<file path="config.mk">
export PLATFORM = sky130hd
export DESIGN_NAME = softstart_seq
export DESIGN_NICKNAME = d
export VERILOG_FILES = /design/src/rtl/ssq_pkg.sv /design/src/rtl/ssq_deglitch.sv /design/src/rtl/ssq_ctrl.sv /design/src/rtl/ssq_ramp.sv /design/src/rtl/softstart_seq.sv
export SDC_FILE = /design/constraint.sdc
export NUM_CORES = 1
export LEC_CHECK = 0
export ABC_AREA = 0
export ABC_CLOCK_PERIOD_IN_PS = 5150
export BUFFER_PORTS_ARGS = -buffer_cell sky130_fd_sc_hd__buf_2
export CAP_MARGIN = 20
export CORE_ASPECT_RATIO = 1.75
export CORE_MARGIN = 2
export CORE_UTILIZATION = 40
export CTS_BUF_LIST = sky130_fd_sc_hd__clkbuf_8
export DETAILED_ROUTE_END_ITERATION = 7
export SYNTH_ARGS = -nofsm -noshare
export SYNTH_HDL_FRONTEND = slang
export SYNTH_SLANG_ARGS = --single-unit
</file>
<file path="constraint.sdc">
create_clock -name clk -period 5.15 [get_ports clk]
set_clock_uncertainty 0.15 [all_clocks]
set_input_delay 0.2575 -clock clk [delete_from_list [all_inputs] [get_ports clk]]
set_output_delay 0.2575 -clock clk [all_outputs]
set_load 0.005 [all_outputs]
</file>
<file path="src/rtl/ssq_pkg.sv">
package ssq_pkg;
  typedef enum logic [1:0] {
    SEQ_OFF  = 2'd0,
    SEQ_RAMP = 2'd1,
    SEQ_RUN  = 2'd2
  } seqState_e;

  // strobes from control to ramp datapath
  typedef struct packed {
    logic clear;
    logic step;
  } rampCmd_t;
endpackage

</file>
<file path="src/rtl/ssq_deglitch.sv">
module ssq_deglitch #(
  parameter int HOLD_CYCLES = 250,
  parameter bit FILTER_RISE = 1'b1,
  parameter bit FILTER_FALL = 1'b1
) (
  input  logic clk,
  input  logic rst,
  input  logic rawIn,
  output logic cleanOut
);
  localparam int CNT_W = (HOLD_CYCLES > 1) ? $clog2(HOLD_CYCLES) : 1;
  localparam logic [CNT_W-1:0] HOLD_LAST = CNT_W'(HOLD_CYCLES - 1);

  logic [CNT_W-1:0] holdCnt;
  logic edgeFiltered;

  assign edgeFiltered = rawIn ? FILTER_RISE : FILTER_FALL;

  always_ff @(posedge clk) begin
    if (rst) begin
      cleanOut <= 1'b0;
      holdCnt  <= '0;
    end else if (rawIn == cleanOut) begin
      holdCnt <= '0;
    end else if (!edgeFiltered || holdCnt == HOLD_LAST) begin
      cleanOut <= rawIn;
      holdCnt  <= '0;
    end else begin
      holdCnt <= holdCnt + 1'b1;
    end
  end


  clean_follow_chk: assert property (@(posedge clk) disable iff (rst)
    !$stable(cleanOut) |-> cleanOut == $past(rawIn));


  quiet_hold_chk: assert property (@(posedge clk) disable iff (rst)
    (rawIn == cleanOut) |=> $stable(cleanOut));
endmodule

</file>
<file path="src/rtl/ssq_ctrl.sv">
module ssq_ctrl
  import ssq_pkg::*;
(
  input  logic      clk,
  input  logic      rst,
  input  logic      supGood,
  input  logic      enGood,
  input  logic      overTemp,
  input  logic      coolDown,
  input  logic      rampFull,
  output seqState_e state,
  output rampCmd_t  cmd
);
  logic hotLatch;
  logic stopNow;
  logic startOk;
  seqState_e stateNext;

  assign stopNow = !supGood || !enGood || overTemp || hotLatch;
  assign startOk = supGood && enGood && !overTemp && !hotLatch;

  always_comb begin
    stateNext = state;
    unique case (state)
      SEQ_OFF:  if (startOk) stateNext = SEQ_RAMP;
      SEQ_RAMP: if (stopNow) stateNext = SEQ_OFF;
                else if (rampFull) stateNext = SEQ_RUN;
      SEQ_RUN:  if (stopNow) stateNext = SEQ_OFF;
      default:  stateNext = SEQ_OFF;
    endcase
  end

  always_comb begin
    cmd.clear = (state == SEQ_OFF) || stopNow;
    cmd.step  = (state == SEQ_RAMP) && !stopNow;
  end

  always_ff @(posedge clk) begin
    if (rst) begin
      state    <= SEQ_OFF;
      hotLatch <= 1'b0;
    end else begin
      state <= stateNext;
      if (overTemp)      hotLatch <= 1'b1;
      else if (coolDown) hotLatch <= 1'b0;
    end
  end


  temp_stop_chk: assert property (@(posedge clk) disable iff (rst)
    overTemp |=> state == SEQ_OFF);


  hot_hold_chk: assert property (@(posedge clk) disable iff (rst)
    hotLatch |-> state == SEQ_OFF);


  start_gate_chk: assert property (@(posedge clk) disable iff (rst)
    (state == SEQ_OFF && !(supGood && enGood)) |=> state == SEQ_OFF);


  full_vs_stop_chk: assert property (@(posedge clk) disable iff (rst)
    (state == SEQ_RAMP && rampFull && overTemp) |=> state == SEQ_OFF);
endmodule

</file>
<file path="src/rtl/ssq_ramp.sv">
module ssq_ramp
  import ssq_pkg::*;
#(
  parameter int CODE_W   = 10,
  parameter int STEP_DIV = 327
) (
  input  logic              clk,
  input  logic              rst,
  input  rampCmd_t          cmd,
  output logic [CODE_W-1:0] code,
  output logic              atFull
);
  localparam int PRE_W = (STEP_DIV > 1) ? $clog2(STEP_DIV) : 1;
  localparam logic [PRE_W-1:0]  PRE_LAST  = PRE_W'(STEP_DIV - 1);
  localparam logic [CODE_W-1:0] FULL_CODE = '1;
  localparam logic [CODE_W-1:0] CODE_ONE  = CODE_W'(1);

  logic [PRE_W-1:0] preCnt;

  assign atFull = (code == FULL_CODE);

  always_ff @(posedge clk) begin
    if (rst || cmd.clear) begin
      code   <= '0;
      preCnt <= '0;
    end else if (cmd.step && !atFull) begin
      if (preCnt == PRE_LAST) begin
        preCnt <= '0;
        code   <= code + CODE_ONE;
      end else begin
        preCnt <= preCnt + 1'b1;
      end
    end
  end


  step_size_chk: assert property (@(posedge clk) disable iff (rst)
    !$stable(code) |-> (code == $past(code) + CODE_ONE) || (code == '0));


  step_gate_chk: assert property (@(posedge clk) disable iff (rst)
    (!cmd.step && !cmd.clear) |=> $stable(code));


  sat_hold_chk: assert property (@(posedge clk) disable iff (rst)
    (atFull && !cmd.clear) |=> atFull);
endmodule

</file>
<file path="src/rtl/softstart_seq.sv">
module softstart_seq
  import ssq_pkg::*;
#(
  parameter int HOLD_CYCLES = 250,
  parameter int CODE_W      = 10,
  parameter int STEP_DIV    = 327
) (
  input  logic              clk,
  input  logic              rst,
  input  logic              supplyOk,
  input  logic              enableHi,
  input  logic              overTemp,
  input  logic              coolDown,
  output logic [CODE_W-1:0] refCode,
  output logic              runEn,
  output logic              rampDone
);
  localparam logic [CODE_W-1:0] FULL_CODE = '1;

  logic      supGood;
  logic      enGood;
  logic      rampFull;
  seqState_e state;
  rampCmd_t  cmd;

  ssq_deglitch #(
    .HOLD_CYCLES(HOLD_CYCLES), .FILTER_RISE(1'b1), .FILTER_FALL(1'b1)
  ) u_supFilt (
    .clk(clk), .rst(rst), .rawIn(supplyOk), .cleanOut(supGood)
  );

  ssq_deglitch #(
    .HOLD_CYCLES(HOLD_CYCLES), .FILTER_RISE(1'b0), .FILTER_FALL(1'b1)
  ) u_enFilt (
    .clk(clk), .rst(rst), .rawIn(enableHi), .cleanOut(enGood)
  );

  ssq_ctrl u_ctrl (
    .clk(clk), .rst(rst), .supGood(supGood), .enGood(enGood),
    .overTemp(overTemp), .coolDown(coolDown), .rampFull(rampFull),
    .state(state), .cmd(cmd)
  );

  ssq_ramp #(.CODE_W(CODE_W), .STEP_DIV(STEP_DIV)) u_ramp (
    .clk(clk), .rst(rst), .cmd(cmd), .code(refCode), .atFull(rampFull)
  );

  assign runEn    = (state != SEQ_OFF);
  assign rampDone = (state == SEQ_RUN);


  done_full_chk: assert property (@(posedge clk) disable iff (rst)
    rampDone |-> refCode == FULL_CODE);
endmodule

</file>
-- Yosys cells after proc, flatten, opt, wreduce, memory -nomap -nowiden
Cells that the tools add are included.
- bits in registers: 40
- input port bits: 6
- output and inout port bits: 12
- logic and storage cells: 59
- add/subtract/negate cells: 4
- equality and inequality tests: 11
- muxes and demuxes: 8
- bitwise operators: 2
- reductions and logical operators: 26
- operators with widths (kind ; number):
    8-bit by 1-bit adder with 8-bit output (second input constant) ; 2
    8-bit equality test (second input constant) ; 2
    10-bit by 1-bit adder with 10-bit output (second input constant) ; 1
    10-bit equality test (second input constant) ; 1
    9-bit by 1-bit adder with 9-bit output (second input constant) ; 1
    9-bit equality test (second input constant) ; 1
    9-bit 2-to-1 mux ; 1
    2-bit 2-to-1 mux ; 4
    1-bit zero test ; 6
    1-bit logical OR ; 6
    2-bit one-hot mux with 3 select lines ; 1
    2-bit AND reduction ; 3
    3-bit OR reduction ; 2
    1-bit logical AND ; 5
    2-bit by 1-bit != test with 1-bit output (second input constant) ; 2
    2-bit nonzero test ; 2
    3-bit by 1-bit != test with 1-bit output (second input constant) ; 1
    3-bit AND reduction ; 1
    1-bit equality test ; 2
    2-bit by 1-bit equality test with 1-bit output (second input constant) ; 1
    2-bit equality test (second input constant) ; 1
    2-bit zero test ; 1
    1-bit 2-to-1 mux ; 2
    1-bit NOT ; 2

-- Logic depth before layout (Yosys ltp)
Gate-level depths: netlist of the first run.
- word-level depth: 8
- depth in mapped cells: 7
- gate-level depth less buffers: 6

-- Hierarchy
From an unflattened synthesis of the first run, not the netlist that was laid out.
- cells, all modules: 235
- area total of the unflattened synthesis: 2129.5 um^2
- modules (own cells, without submodules) (module ; times used ; cells an instance ; area an instance (um^2)):
    ssq_ramp ; 1 ; 124 ; 1083.5
    ssq_deglitch (u_supFilt) ; 1 ; 52 ; 455.4
    ssq_deglitch (u_enFilt) ; 1 ; 43 ; 404.1
    ssq_ctrl ; 1 ; 14 ; 173.9
    softstart_seq ; 1 ; 2 ; 12.5

-- Worst setup path after synthesis of the first run
Ideal clock, no wire load.
- path type: reg-to-reg
- start: reg u_ramp.code[0]
- end: reg u_ramp.code[1]
- setup time: 0.115 ns
- arrival time: 1.642 ns
- required time: 4.885 ns
- setup slack: 3.243 ns
- cell stages (with the launch flop): 8
- path through: dfxtp_1 -> ha_1 -> nand4_1 -> o31ai_2 -> buf_4 -> buf_4 -> nor3_1 -> o21a_1
- cells in the longest elaborated chain, start to end: 4
- elaborated cells between the ends (all ways): 5
- those cells by class: add/sub: 1; eq/ne: 1; reduce/logical: 3
- RTL lines (what ; RTL line ; source):
    from (decl) ; ssq_ramp.sv:10 ; output logic [CODE_W-1:0] code,
    from (signal assigned) ; ssq_ramp.sv:29 ; code <= code + CODE_ONE;
    parallel branches: the longest is 4 deep, another holds 10-bit by 1-bit adder with 10-bit output ; - ;
Several ways; the timed one is not identified.
A chain may end at the register's enable or synchronous reset.

-- Worst setup path after layout of the first run
- start: reg u_ramp.preCnt[0]
- end: reg u_ramp.preCnt[1]
- cells in the longest elaborated chain, start to end: 2
- elaborated cells between the ends (all ways): 3
- those cells by class: add/sub: 1; eq/ne: 1; mux: 1
- RTL lines (what ; RTL line ; source):
    from (decl) ; ssq_ramp.sv:18 ; logic [PRE_W-1:0] preCnt;
    from (signal assigned) ; ssq_ramp.sv:31 ; preCnt <= preCnt + 1'b1;
    9-bit by 1-bit adder with 9-bit output / 9-bit equality test (equally long branches) ; ssq_ramp.sv:31, ssq_ramp.sv:27 ;
    9-bit 2-to-1 mux (*) ; ssq_ramp.sv:27 ; if (preCnt == PRE_LAST) begin
Mark *: on every way between the ends. The rest lies on a longest branch, timed or not.

==> out/results.tsv, run 1 <==
stage	metric	value	unit
outcome	outcome	complete, no violations	
placed_design	gp_congestion	0.711	
clock_network	cts_tree	built	
global_route	grt_use_total	16.0	%
power	p_leak	0.000726	µW
placed_design	io_buffers	17	
power	ir_worst_vdd	171	µV
drt	wirelength	4060	µm
sta	worstMarginPinSlew	0.865	ns
setup_path	r2r_slack	2.88	ns
power	pwr_density_cell	273	mW/mm²
yosys	ys_ff_latch	40	
clock_network	cts_buffers	5	
cells_and_area	nNetsFinal	250	
global_route	grt_pass1_wl	6870	µm
drt	wl_per_cell	14.0	µm
die	die_area	0.00544	mm²
setup_path	critPathArrivalTime	2.27	ns
setup_path	crit_required	5.15	ns
flow_run	maxCapViolCount	0	
yosys	synth-main-ff-cell	dfxtp_1	
drt	firstDrtPassIters	4	
yosys	syn_inst	221	
clock_network	cts.repair.resized	0	
sta	fin_crit	2.27	ns
setup_path	crit_family	compound AO/OA/AOI/OAI gates	
die	dieWidth	56.6	µm
placed_design	dpl_cell_area	0.00205	mm²
clock_network	cts_max_path_buffers	2	
drt	vias	1666	
sta	finalSetupViolCount	0	
setup_path	start_kind	flip-flop	
clock_network	cts_setup_buffers	0	
sta	final.period_utilization	44.0	%
power	finalPower	593	µW
drt	drc	0	
die	rows	33	
yosys	synthesis.area	0.00194	mm²
yosys	yosysTopAreaCell	dfxtp_1	
sta	hold_viol_final	0	
setup_path	path_max_fanout	19	
global_route	grt_util_met2	28.5	%
yosys	yosys_warnings	0	
global_route	grt_pass1_vias	1557	
yosys	synthTopCellsByArea	dfxtp_1 41%, o31ai_1 5.4%, a21oi_1 5.2%, or4_1 5.0%, ha_1 4.5%	
clock_network	root_buffer	clkbuf_8	
global_route	busiest_layer	met2	
sta	rsz0062_at_grt	false	
global_route	gr-total-overflow	0	
cells_and_area	area_growth	12.2	%
clock_network	clock_latency	0.29	ns
sta	setup_tns	0	ns
drt	avgViaCountPerCell	5.74	
setup_path	slowest_delay	0.68	ns
global_route	gr-usage-met3	3.09	%
sta	fmax	441	MHz
yosys	syn-num-nets	234	
global_route	grt_util_met1	18.3	%
cells_and_area	n_antenna_cell	0	
global_route	grt_max_degree	24	
cells_and_area	drive_gt1_share	13.9	%
setup_path	critPathCaptureType	flip-flop	
die	pin_count	18	
clock_network	holdBufCountCts	0	
setup_path	criticalPathCategory	reg -> reg	
global_route	antenna_found_initial	0	
min_path	min_path_type	in -> reg	
yosys	seq_area_frac_synth	41.3	%
sta	slew-limit-headroom	42.0	%
clock_network	worst_setup_hold_path_clk_slew	0.08	ns
clock_network	h-tree-depth	2	
die	start_util	41.5	%
yosys	synth_edf_count	0	
drt	drtIter0Drc	47	
yosys	syn_avg_cell_area	8.76	µm²
clock_network	cts_sinks	40	
drt	final_antenna_net_count	0	
yosys	synth.most_common_cell	dfxtp_1	
placed_design	hpwl	2850	µm
die	die_h	96.1	µm
yosys	yosys.cell_types.count	35	
setup_path	cp_cell_sequence	inv_1, ha_1, and4bb_2, nand4_2, o21ai_1, a21oi_1	
yosys	synth_common_cells	40 x dfxtp_1, 23 x nor2_1, 20 x a21oi_1	
yosys	yosys.area.top_type_share	41.3	%
sta	report.final.slew_viol_count	0	
yosys	async_reset_ff_share	0	%
cells_and_area	design_area	0.00217	mm²
die	fp.coreArea	0.00467	mm²
setup_path	timing.critical_path.buf_inv	1	
setup_path	cp_slowest_cell	o21ai_1	
[placed cells by master, fill, tap and decap left out, types with 8 or more instances in the layout]
cell / count
dfxtp_1: 40
buf_2: 17
o31ai_1: 14
or4_1: 13
nor2_1: 23
a21oi_1: 20
or3_1: 11
nand4_1: 11
inv_1: 10
nand3_1: 8
nand2_1: 10
[tightest hold or removal path, delay by kind of cell]
family,cells,cell delay [ns]
buffers and inverters,1,0.10
AND/OR/NAND/NOR,1,0.07
AO/OA/AOI/OAI,1,0.04
[stage by stage]
stage,hold WS [ns],utilization (%),cells,worst slack (ns)
4_1_cts,0.0489,46.6,290,2.87
3_3_place_gp,0.301,44.0,282,2.94
5_1_grt,0.0388,46.6,290,2.71
3_5_place_dp,0.311,44.0,282,2.89
2_1_floorplan,0.225,-,221,3.24
6_report,0.0505,46.6,290,2.88
[logic make-up (layout without fill, tap and decap cells)]
| kind of cell | after synthesis | count (layout) | synth area share, % |
|---|---|---|---|
| multiplexers | 1 | 1 | 0.517 |
| flip-flops | 40 | 40 | 41.3 |
| AO/OA/AOI/OAI | 45 | 45 | 14.5 |
| adder cells (fa/ha/maj) | 7 | 7 | 4.52 |
| AND/OR/NAND/NOR | 96 | 96 | 29.1 |
| buffers and inverters | 19 | 36 | 4.13 |
| XOR/XNOR | 13 | 13 | 5.88 |
[final timing paths]
path	startpoint	end	cells past startpoint
max	u_ramp.preCnt[0]$_SDFFE_PP0N_	u_ramp.preCnt[1]$_SDFFE_PP0N_	6
min	overTemp	u_ctrl.hotLatch$_SDFFE_PP0P_	3
max reg2reg	u_ramp.preCnt[0]$_SDFFE_PP0N_	u_ramp.preCnt[1]$_SDFFE_PP0N_	6
min reg2reg	u_enFilt.holdCnt[0]$_SDFF_PP0_	u_enFilt.holdCnt[0]$_SDFF_PP0_	1
[power by group]
group / internal (µW) / switching [µW] / leakage [µW]
sequential: 311 / 1.76 / 0.000323
combinational: 3.97 / 4.92 / 0.000342
clock: 158 / 113 / 0.0000614
total: 474 / 119 / 0.000726
[per-layer routing]
metal,vias to the layer above,part of all wire [%]
li1,841,-
met1,796,44
met2,23,52
met3,6,3.2
met4,0,1.6
met5,-,0
[area by class of cell]
| type | instances | area, µm² |
|---|---|---|
| Fill cell | 473 | 2490 |
| Multi-Input combinational cell | 162 | 1060 |
| Sequential cell | 40 | 801 |
| Timing Repair Buffer | 18 | 92.6 |
| Clock buffer | 6 | 82.6 |
| Tap cell | 52 | 65.1 |
| Clock inverter | 2 | 38.8 |
| Inverter | 10 | 37.5 |
[sequential cells by signal (all words and copies together), names as in the netlist]
| name | cells |
|---|---|
| u_ramp.code | 10 |
| u_ramp.preCnt | 9 |
| u_enFilt.holdCnt | 8 |
| u_supFilt.holdCnt | 8 |
| u_ctrl.state | 2 |
| u_ctrl.hotLatch | 1 |
| u_enFilt.cleanOut | 1 |
| u_supFilt.cleanOut | 1 |
Power figures use the tool's default switching activity.
==> inputs of run 2 (changes only) <==
ABC_CLOCK_PERIOD_IN_PS = 2100   (was 5150)
clock period = 2.1 ns   (was 5.15 ns; I/O delays follow)
==> run 2 against run 1 <==
  * Sequential power is 150% higher
  * Clock-buffer cell count unchanged
  * First-iteration DRC count fell by 13%
  * Final area grew 9.4%
  * Critical path depth is the same
  * Total power increased by 150%
  * Critical path type is now in -> reg
  * Cell count rose by 7.9%
  * Critical endpoint is now u_ramp.code[7]$_SDFFE_PP0P_
  * Combinational power grew to 3.6 times the previous value
  * Register-to-register slack worse by 2.7 ns
  * Die area unchanged
  * Highest routed layer unchanged
  * Non-clock buffer count is 23 higher
  * Via count up 5.5%
==> out/results.tsv, run 2 (synthesis gave the netlist of run 1 again) <==
stage	metric	value	unit	change
global_route	grt_util_met2	31.0	%	+2.5 points
cells_and_area	area_growth	22.8	%	
drt	firstDrtPassIters	4		unchanged
sta	fin_crit	1.97	ns	
global_route	antenna_found_initial	0		unchanged
drt	wl_per_cell	13.6	µm	-2.7%
sta	fmax	508	MHz	
power	seq_power_share	52.0	%	-0.8 points
cells_and_area	nNetsFinal	273		+9.2%
clock_network	clock_latency	0.30	ns	about the same
sta	finalSetupViolCount	0		unchanged
cells_and_area	multi_input_area	0.00107	mm²	+1.4%
clock_network	cts_buffers	5		unchanged
setup_path	r2r_slack	0.15	ns	-2.73 ns
clock_network	root_buffer	clkbuf_8		
setup_path	crit_required	2.18	ns	-2.97 ns
setup_path	path_max_fanout	15		-4
setup_path	r2r_cells	4		-2
cells_and_area	layout_commonest_cell	dfxtp_1		
clock_network	cts_setup_buffers	0		unchanged
power	finalPower	1470	µW	+150%
setup_path	critPathArrivalTime	2.05	ns	-0.22 ns
outcome	outcome	complete, no violations		
placed_design	place_inst	298		+5.7%
clock_network	h-tree-depth	2		unchanged
sta	hold_viol_final	0		unchanged
clock_network	cts_tree	built		
sta	rsz0062_at_grt	false		
min_path	hp-start	supplyOk		
die	dieWidth	56.6	µm	unchanged
setup_path	r2r_end	u_ramp.code[7]$_SDFFE_PP0P_		
drt	vias	1757		+5.5%
drt	drc	0		unchanged
global_route	grt_pass1_vias	1649		+5.9%
cells_and_area	most-common-layout-cells	40 x dfxtp_1, 23 x nor2_1, 20 x a21oi_1		
power	power_switching	305	µW	+160%
setup_path	start_kind	primary input		
global_route	grt_pass1_wl	7070	µm	+2.9%
min_path	hold_depth	4		+1
cells_and_area	drive_gt1_share	19.5	%	+5.7 points
die	die_h	96.1	µm	unchanged
drt	final_antenna_net_count	0		unchanged
cells_and_area	stdcell_count	313		+7.9%
cells_and_area	top_regs	u_ramp.code x10, u_ramp.preCnt x9		
drt	avgViaCountPerCell	5.61		-2.3%
sta	final.period_utilization	93.7	%	
placed_design	io_buffers	17		unchanged
global_route	gr-total-overflow	0		unchanged
setup_path	r2r_start	u_ctrl.state[0]$_SDFFE_PP0P_		
global_route	grt_use_total	16.8	%	+0.78 points
sta	setup_tns	0	ns	unchanged
setup_path	critPathCaptureType	flip-flop		
sta	whs	0.217	ns	+0.166 ns
placed_design	hpwl	3080	µm	+8.0%
drt	drtIter0Drc	41		-13%
die	start_util	41.5	%	unchanged
sta	report.final.slew_viol_count	0		unchanged
die	rows	33		unchanged
power	p_leak	0.000850	µW	+17%
power	swShare	20.7	%	+0.55 points
power	ir_worst_vdd	495	µV	+190%
placed_design	gp_congestion	0.780		+9.7%
global_route	gr-usage-met3	3.49	%	+0.40 points
global_route	busiest_layer	met2		
global_route	grt_max_degree	18		-25%
min_path	min_path_type	in -> reg		
power	pwr_density_cell	620	mW/mm²	+130%
clock_network	cts_max_path_buffers	2		unchanged
sta	worstMarginPinSlew	0.415	ns	-0.450 ns
cells_and_area	seq_area	801	µm²	unchanged
min_path	hold_end	u_supFilt.holdCnt[1]$_SDFF_PP0_		
clock_network	cts_sinks	40		unchanged
sta	slew-limit-headroom	72.3	%	+30 points
cells_and_area	n_antenna_cell	0		unchanged
cells_and_area	regMostFlops	u_ramp.code		
die	fp.coreArea	0.00467	mm²	unchanged
clock_network	worst_setup_hold_path_clk_slew	0.08	ns	about the same
global_route	grt_util_met1	17.4	%	-0.92 points
power	clkPwrFrac	45.8	%	about the same
cells_and_area	n_fill_cell	457		-3.4%
die	pin_count	18		unchanged
setup_path	criticalPathCategory	in -> reg		
drt	wirelength	4270	µm	+5.0%
cells_and_area	largest_register_ffs	10		unchanged
power	combPwrFrac	2.2	%	+0.7 points
die	die_area	0.00544	mm²	unchanged
power	p_int	1170	µW	+150%
flow_run	maxCapViolCount	0		unchanged
-- run 2: power groups by stage --
stage	clock network [µW]	registers (µW)	logic, µW
3_5_place_dp	0	785	22.1
3_3_place_gp	0	785	21.8
4_1_cts	694	767	32.1
6_report	676	767	31.9
2_1_floorplan	0	784	14.7
5_1_grt	718	768	35.7
-- run 2: layout make-up --
cell class	instances	area share, %
inverter	10	1.58
clock buffer	6	3.47
multi-input combinational	162	45.0
tap	52	2.74
timing repair buffer	41	11.9
sequential	40	33.7
clock inverter	2	1.63
-- run 2: critical path, stage by stage --
cell and delay [ns]:
dlygate4sd3_1 0.53, buf_2 0.13, and4bb_2 0.36, nand4_4 0.20, or4_1 0.57, a21oi_1 0.15
-- run 2: layer usage --
metal | vias to the layer above | wire (µm) | share of wire [%]
met3 | 8 | 139 | 3.3
met2 | 31 | 2240 | 52
met4 | 0 | 97 | 2.3
met1 | 827 | 1790 | 42
li1 | 891 | - | -
met5 | - | 0 | 0
-- run 2: through the flow --
stage,utilization [%],setup WS [ns],instance area (µm²)
finish,51.0,0.133,2380
global placement,46.6,0.119,2170
detailed placement,46.6,0.0498,2170
CTS,50.7,0.00524,2360
floorplan,-,0.193,1940
global route,51.0,0.0349,2380
-- run 2: worst max path at each step --
stage | startpoint | endpoint | slack, ns | cells past startpoint
2_1_floorplan | u_ramp.code[0]$_SDFFE_PP0P_ | u_ramp.code[1]$_SDFFE_PP0P_ | 0.19 | 7
3_3_place_gp | u_ramp.preCnt[0]$_SDFFE_PP0N_ | u_ramp.preCnt[8]$_SDFFE_PP0N_ | 0.12 | 6
3_5_place_dp | u_ramp.preCnt[0]$_SDFFE_PP0N_ | u_ramp.preCnt[4]$_SDFFE_PP0N_ | 0.05 | 6
4_1_cts | overTemp | u_ramp.preCnt[4]$_SDFFE_PP0N_ | 0.005 | 6
5_1_grt | u_supFilt.holdCnt[3]$_SDFF_PP0_ | u_supFilt.cleanOut$_SDFFE_PP0P_ | 0.03 | 5
6_report | overTemp | u_ramp.code[7]$_SDFFE_PP0P_ | 0.13 | 6
-- run 2: timing repair --
| item | in CTS | in global routing |
|---|---|---|
| setup endpoints to repair | 0 | 16 |
| gates resized for setup | 0 | 3 |
| hold buffers | 7 | 0 |
| hold endpoints to repair | 5 | 0 |
